===== config.mk =====
export PLATFORM = sky130hd
export DESIGN_NAME = hsmon_top
export DESIGN_NICKNAME = d
export VERILOG_FILES = /design/src/rtl/hsmon_pkg.sv /design/src/rtl/hsmon_classify.sv /design/src/rtl/hsmon_pick.sv /design/src/rtl/hsmon_sticky.sv /design/src/rtl/hsmon_top.sv
export SDC_FILE = /design/constraint.sdc
export NUM_CORES = 1
export LEC_CHECK = 0
export ABC_AREA = 1
export CELL_PAD_IN_SITES_DETAIL_PLACEMENT = 1
export CELL_PAD_IN_SITES_GLOBAL_PLACEMENT = 1
export CORE_AREA = 8 8 45 47
export DETAILED_ROUTE_END_ITERATION = 8
export DIE_AREA = 0 0 53 55
export PLACE_DENSITY = 0.82
export SETUP_SLACK_MARGIN = 0.02
export SLEW_MARGIN = 15
export SYNTH_ARGS = -nofsm -noshare
export SYNTH_HDL_FRONTEND = slang
export SYNTH_HIERARCHICAL = 1
export SYNTH_SLANG_ARGS = --single-unit

===== constraint.sdc =====
create_clock -name clk_i -period 3.5 [get_ports clk_i]
set_clock_uncertainty 0.15 [all_clocks]
set_input_delay 0.525 -clock clk_i [delete_from_list [all_inputs] [get_ports clk_i]]
set_output_delay 0.525 -clock clk_i [all_outputs]
set_load 0.01 [all_outputs]

===== src/rtl/hsmon_pkg.sv =====
package hsmon_pkg;

  typedef enum logic [1:0] {
    CH_CTRL  = 2'd0,
    CH_READ  = 2'd1,
    CH_WRITE = 2'd2
  } chan_kind_e;

  localparam int NCODE  = 6;
  localparam int CODE_W = $clog2(NCODE + 1);

  typedef enum logic [CODE_W-1:0] {
    ERR_NONE   = 3'd0,
    ERR_EARLY  = 3'd1,
    ERR_UNSOL  = 3'd2,
    ERR_REPEAT = 3'd3,
    ERR_RAIL   = 3'd4,
    ERR_RAW    = 3'd5,
    ERR_NORESP = 3'd6
  } err_code_e;

endpackage


===== src/rtl/hsmon_classify.sv =====
module hsmon_classify
  import hsmon_pkg::*;
#(
  parameter chan_kind_e KIND = CH_CTRL
) (
  input  logic             req_i,
  input  logic             req0_i,
  input  logic             req1_i,
  input  logic             ack_i,
  input  logic             ack0_i,
  input  logic             ack1_i,
  input  logic             rd_i,
  input  logic             busy_q_i,
  output logic [NCODE-1:0] viol_o,
  output logic             busy_d_o
);

  // bit k of viol_o stands for code k+1
  localparam int B_EARLY  = int'(ERR_EARLY) - 1;
  localparam int B_UNSOL  = int'(ERR_UNSOL) - 1;
  localparam int B_REPEAT = int'(ERR_REPEAT) - 1;
  localparam int B_RAIL   = int'(ERR_RAIL) - 1;
  localparam int B_RAW    = int'(ERR_RAW) - 1;
  localparam int B_NORESP = int'(ERR_NORESP) - 1;

  generate
    if (KIND == CH_READ) begin : g_read
      logic any_ans;
      logic unused_in;
      assign unused_in = ^{req0_i, req1_i, ack_i, rd_i, busy_q_i};
      assign any_ans   = ack0_i | ack1_i;
      always_comb begin
        viol_o           = '0;
        viol_o[B_RAIL]   = ack0_i & ack1_i;
        viol_o[B_UNSOL]  = any_ans & ~req_i;
        viol_o[B_NORESP] = req_i & ~any_ans;
        busy_d_o         = 1'b0;
      end
    end else if (KIND == CH_WRITE) begin : g_write
      logic wreq;
      logic unused_in;
      assign unused_in = ^{req_i, ack0_i, ack1_i};
      assign wreq      = req0_i | req1_i;
      always_comb begin
        viol_o           = '0;
        viol_o[B_RAIL]   = req0_i & req1_i;
        viol_o[B_EARLY]  = ack_i & wreq & ~busy_q_i;
        viol_o[B_UNSOL]  = ack_i & ~wreq & ~busy_q_i;
        viol_o[B_REPEAT] = wreq & busy_q_i & ~ack_i;
        viol_o[B_RAW]    = ack_i & rd_i;
        busy_d_o         = busy_q_i ? (~ack_i | wreq) : (wreq & ~ack_i);
      end
    end else begin : g_ctrl
      logic unused_in;
      assign unused_in = ^{req0_i, req1_i, ack0_i, ack1_i, rd_i};
      always_comb begin
        viol_o           = '0;
        viol_o[B_EARLY]  = ack_i & req_i & ~busy_q_i;
        viol_o[B_UNSOL]  = ack_i & ~req_i & ~busy_q_i;
        viol_o[B_REPEAT] = req_i & busy_q_i & ~ack_i;
        busy_d_o         = busy_q_i ? (~ack_i | req_i) : (req_i & ~ack_i);
      end
    end
  endgenerate

endmodule


===== src/rtl/hsmon_pick.sv =====
module hsmon_pick #(
  parameter int N = 6,
  parameter int W = 3
) (
  input  logic [N-1:0] vec_i,
  output logic [W-1:0] code_o,
  output logic         any_o
);

  // lowest set bit wins; the code is its index plus one
  always_comb begin
    code_o = '0;
    for (int k = N - 1; k >= 0; k--) begin
      if (vec_i[k]) code_o = W'(k + 1);
    end
  end

  assign any_o = |vec_i;

endmodule


===== src/rtl/hsmon_sticky.sv =====
module hsmon_sticky #(
  parameter int W = 3
) (
  input  logic         clk_i,
  input  logic         rst_ni,
  input  logic         hit_i,
  input  logic [W-1:0] code_i,
  output logic         flag_o,
  output logic [W-1:0] code_o
);

  logic         flag_q, flag_d;
  logic [W-1:0] code_q, code_d;
  logic         cap_en;

  assign cap_en = hit_i & ~flag_q;

  always_comb begin
    flag_d = flag_q | hit_i;
    code_d = cap_en ? code_i : code_q;
  end

  always_ff @(posedge clk_i or negedge rst_ni) begin
    if (!rst_ni) begin
      flag_q <= 1'b0;
      code_q <= '0;
    end else if (cap_en) begin
      flag_q <= flag_d;
      code_q <= code_d;
    end
  end

  assign flag_o = flag_q;
  assign code_o = code_q;

endmodule


===== src/rtl/hsmon_top.sv =====
module hsmon_top
  import hsmon_pkg::*;
#(
  parameter chan_kind_e KIND = CH_CTRL
) (
  input  logic              clk_i,
  input  logic              rst_ni,
  input  logic              req_i,
  input  logic              req0_i,
  input  logic              req1_i,
  input  logic              ack_i,
  input  logic              ack0_i,
  input  logic              ack1_i,
  input  logic              rd_i,
  output logic              busy_o,
  output logic              err_flag_o,
  output logic [CODE_W-1:0] err_code_o
);

  logic             busy_q, busy_d, busy_en;
  logic [NCODE-1:0] viol;
  logic [CODE_W-1:0] first_code;
  logic             any_viol;

  hsmon_classify #(.KIND(KIND)) u_class (
    .req_i    (req_i),
    .req0_i   (req0_i),
    .req1_i   (req1_i),
    .ack_i    (ack_i),
    .ack0_i   (ack0_i),
    .ack1_i   (ack1_i),
    .rd_i     (rd_i),
    .busy_q_i (busy_q),
    .viol_o   (viol),
    .busy_d_o (busy_d)
  );

  hsmon_pick #(.N(NCODE), .W(CODE_W)) u_pick (
    .vec_i  (viol),
    .code_o (first_code),
    .any_o  (any_viol)
  );

  hsmon_sticky #(.W(CODE_W)) u_sticky (
    .clk_i  (clk_i),
    .rst_ni (rst_ni),
    .hit_i  (any_viol),
    .code_i (first_code),
    .flag_o (err_flag_o),
    .code_o (err_code_o)
  );

  assign busy_en = busy_d ^ busy_q;

  always_ff @(posedge clk_i or negedge rst_ni) begin
    if (!rst_ni) begin
      busy_q <= 1'b0;
    end else if (busy_en) begin
      busy_q <= busy_d;
    end
  end

  assign busy_o = busy_q;

endmodule


==> impl_metrics.py <==
metrics = {
    "critical_path": {
        "critPathSlowestCell": "clkdlybuf4s50_1",
        "critPathTopFamily": "buffers and inverters",
        "crit_buf_inv": 1,
        "slowest_delay_ns": 0.57,
        "critPathArrivalTime_ns": 1.22,
        "critPathLaunchType": "register",
        "critPathLaunch": "busy_o",
        "path_cells": "clkdlybuf4s50_1",
        "path_class": "reg -> out",
        "worstReg2RegStart": "busy_o",
        "crit_required_ns": 2.82,
        "crit_fanout": 5,
        "end_kind": "output port",
    },
    "status": {
        "outcome": "complete, no violations",
    },
    "route": {
        "drtPass1Iterations": 1,
        "num_vias": 309,
        "via_per_inst": 4.18,
        "post_drt_wl_per_cell_um": 9.05,
        "ant_nets": 0,
        "drt_wl_total_um": 670,
        "drc": 0,
        "drtIter0Drc": 0,
    },
    "global_routing": {
        "track_usage_pct": 5.70,
        "grt_pass1_vias": 306,
        "grt_max_degree": 6,
        "grt_pass1_wl_um": 1150,
        "grt_antenna_before_repair": 0,
        "grt-ovfl-total": 0,
    },
    "floorplan": {
        "dieHeight_um": 55,
        "initial_core_util_pct": 23.8,
        "fp.dieW_um": 53,
        "pin_count": 14,
        "die-area_um2": 2920,
        "rows": 14,
        "core_region_area_um2": 1380,
    },
    "flow_run": {
        "max_cap_violations": 0,
    },
    "timing": {
        "drv_slew": 0,
        "rsz0062_at_grt": "false",
        "finalCritPeriodShare_pct": 54.2,
        "tns_ns": 0,
        "layout_setup_ws_ns": 1.60,
        "finalCriticalPeriod_ns": 1.90,
        "setup_violations": 0,
        "hold_viol_final": 0,
        "max_freq_ghz": 0.527,
    },
    "synthesis": {
        "synth_cell_types": 14,
        "avgSynthCellArea_um2": 6.86,
        "yosys-top-cells-area": "dfrtp_1, nand2_1, nand3_1",
        "yosys.area.top_type": "dfrtp_1",
        "synth_cells": 48,
        "netlist_area_um2": 329,
        "yosysSeqAreaShare_pct": 38.0,
        "ys_warn_count": 6,
        "ys_ff_latch": 5,
        "synth_top_area_share_pct": 38.0,
    },
    "final_layout": {
        "nets": 68,
        "finalInstanceArea_um2": 437,
        "drive_above_1_share_pct": 15.5,
        "seq_area_um2": 125,
        "area_growth_pct": 32.7,
        "n_fill_cell": 175,
        "multi_input_area_um2": 155,
        "diodes": 0,
    },
    "place": {
        "placed_area_um2": 410,
        "dpl.hpwl_um": 585,
        "dp_slack_ns": 1.38,
        "numPortBuffers": 8,
        "gp_congestion": 0.730,
    },
    "power": {
        "power_mw": 0.162,
        "cellLeakagePower_nw": 0.215,
        "powerDensity_nw_per_um2": 370,
        "peakVddDrop_v": 0.000136,
    },
    "hold_path": {
        "holdCritPathClass": "reg -> reg",
        "holdCritStartpoint": "u_sticky/code_o[0]",
    },
    "clock_tree": {
        "clock_tree.root_cell": "clkbuf_4",
        "cts_tree": "built",
        "post_cts_resize_count": 0,
        "cts_hold_buf": 0,
        "cts_sinks": 5,
        "clkLatencyLatePin_ns": 0.24,
        "cts_buffers": 3,
        "clk_pin_slew_ns": 0.04,
        "ctsHtreeMaxLevel": 1,
        "postCtsSetupBuffers": 0,
        "cts_buffer_depth": 2,
    },
}
logic make-up (layout without fill, tap and decap cells):
family,Yosys count,after routing,synth area share (%)
buf+inv,12,20,17.1
other cells,1,3,1.14
compound gates,1,1,1.52
simple gates,29,29,42.2
flops,5,5,38.0
layer usage:
metal | up-vias | GRT usage (%) | share of wire [%]
met2 | 9 | 9.18 | 49
met4 | 0 | 2.59 | 1.2
met5 | - | 0 | 0
met3 | 2 | 4.81 | 9.0
met1 | 139 | 5.05 | 41
li1 | 159 | - | -
sequential cells by signal, summed over array words and instances, names as in the netlist:
signal and count:
u_sticky/code_o 3, busy_o 1, u_sticky/flag_o 1
path summary, 6_finish.rpt:
check                      cells past startpoint  slack [ns]            endpoint
setup reg to reg                               6        2.01  u_sticky/code_o[1]
setup / recovery                               1        1.60              busy_o
max in group asynchronous                      1        2.65  u_sticky/code_o[1]
min in group asynchronous                      1        0.36     u_sticky/flag_o
hold / removal                                 2        0.32  u_sticky/code_o[0]
hold reg to reg                                2        0.32  u_sticky/code_o[0]
where the power goes:
group	internal, mW	switching, mW	total (mW)
combinational	0.0141	0.0178	0.0319
sequential	0.0603	0.00327	0.0636
clock	0.0431	0.0230	0.0661
cell usage after synthesis, drive strengths merged:
master	n
nand2	17
inv	8
dfrtp	5
nand3	5
nor2	4
buf	3
nor3	3
a21oi	1
clkbuf	1
conb	1
cell type report:
cell class	count	area share [%]
tap	16	4.58
clock buffer	4	6.02
multi-input combinational	33	35.5
sequential	5	28.7
timing repair buffer	8	18.3
inverter	8	6.88
cell usage in the layout, fill, tap and decap left out:
cell,netlist,routed
nor2_4,1,1
inv_2,2,2
nor3_1,1,1
dfrtp_1,5,5
clkdlybuf4s50_1,0,8
clkbuf_4,0,3
inv_1,6,6
clkbuf_1,1,1
nand2_2,1,1
nand3_1,5,5
nor3_2,2,2
nand2_1,16,16
a21oi_1,1,1
conb_1,1,3
nor2_1,3,3
through the flow:
stage | utilization, % | instances | hold WS (ns)
2_1_floorplan | - | 50 | 0.0794
3_3_place_gp | 29.7 | 70 | 0.306
3_5_place_dp | 29.7 | 70 | 0.317
4_1_cts | 31.6 | 74 | 0.327
5_1_grt | 31.6 | 74 | 0.344
6_report | 31.6 | 74 | 0.320
Note: power is estimated with default switching activity, not from simulation.
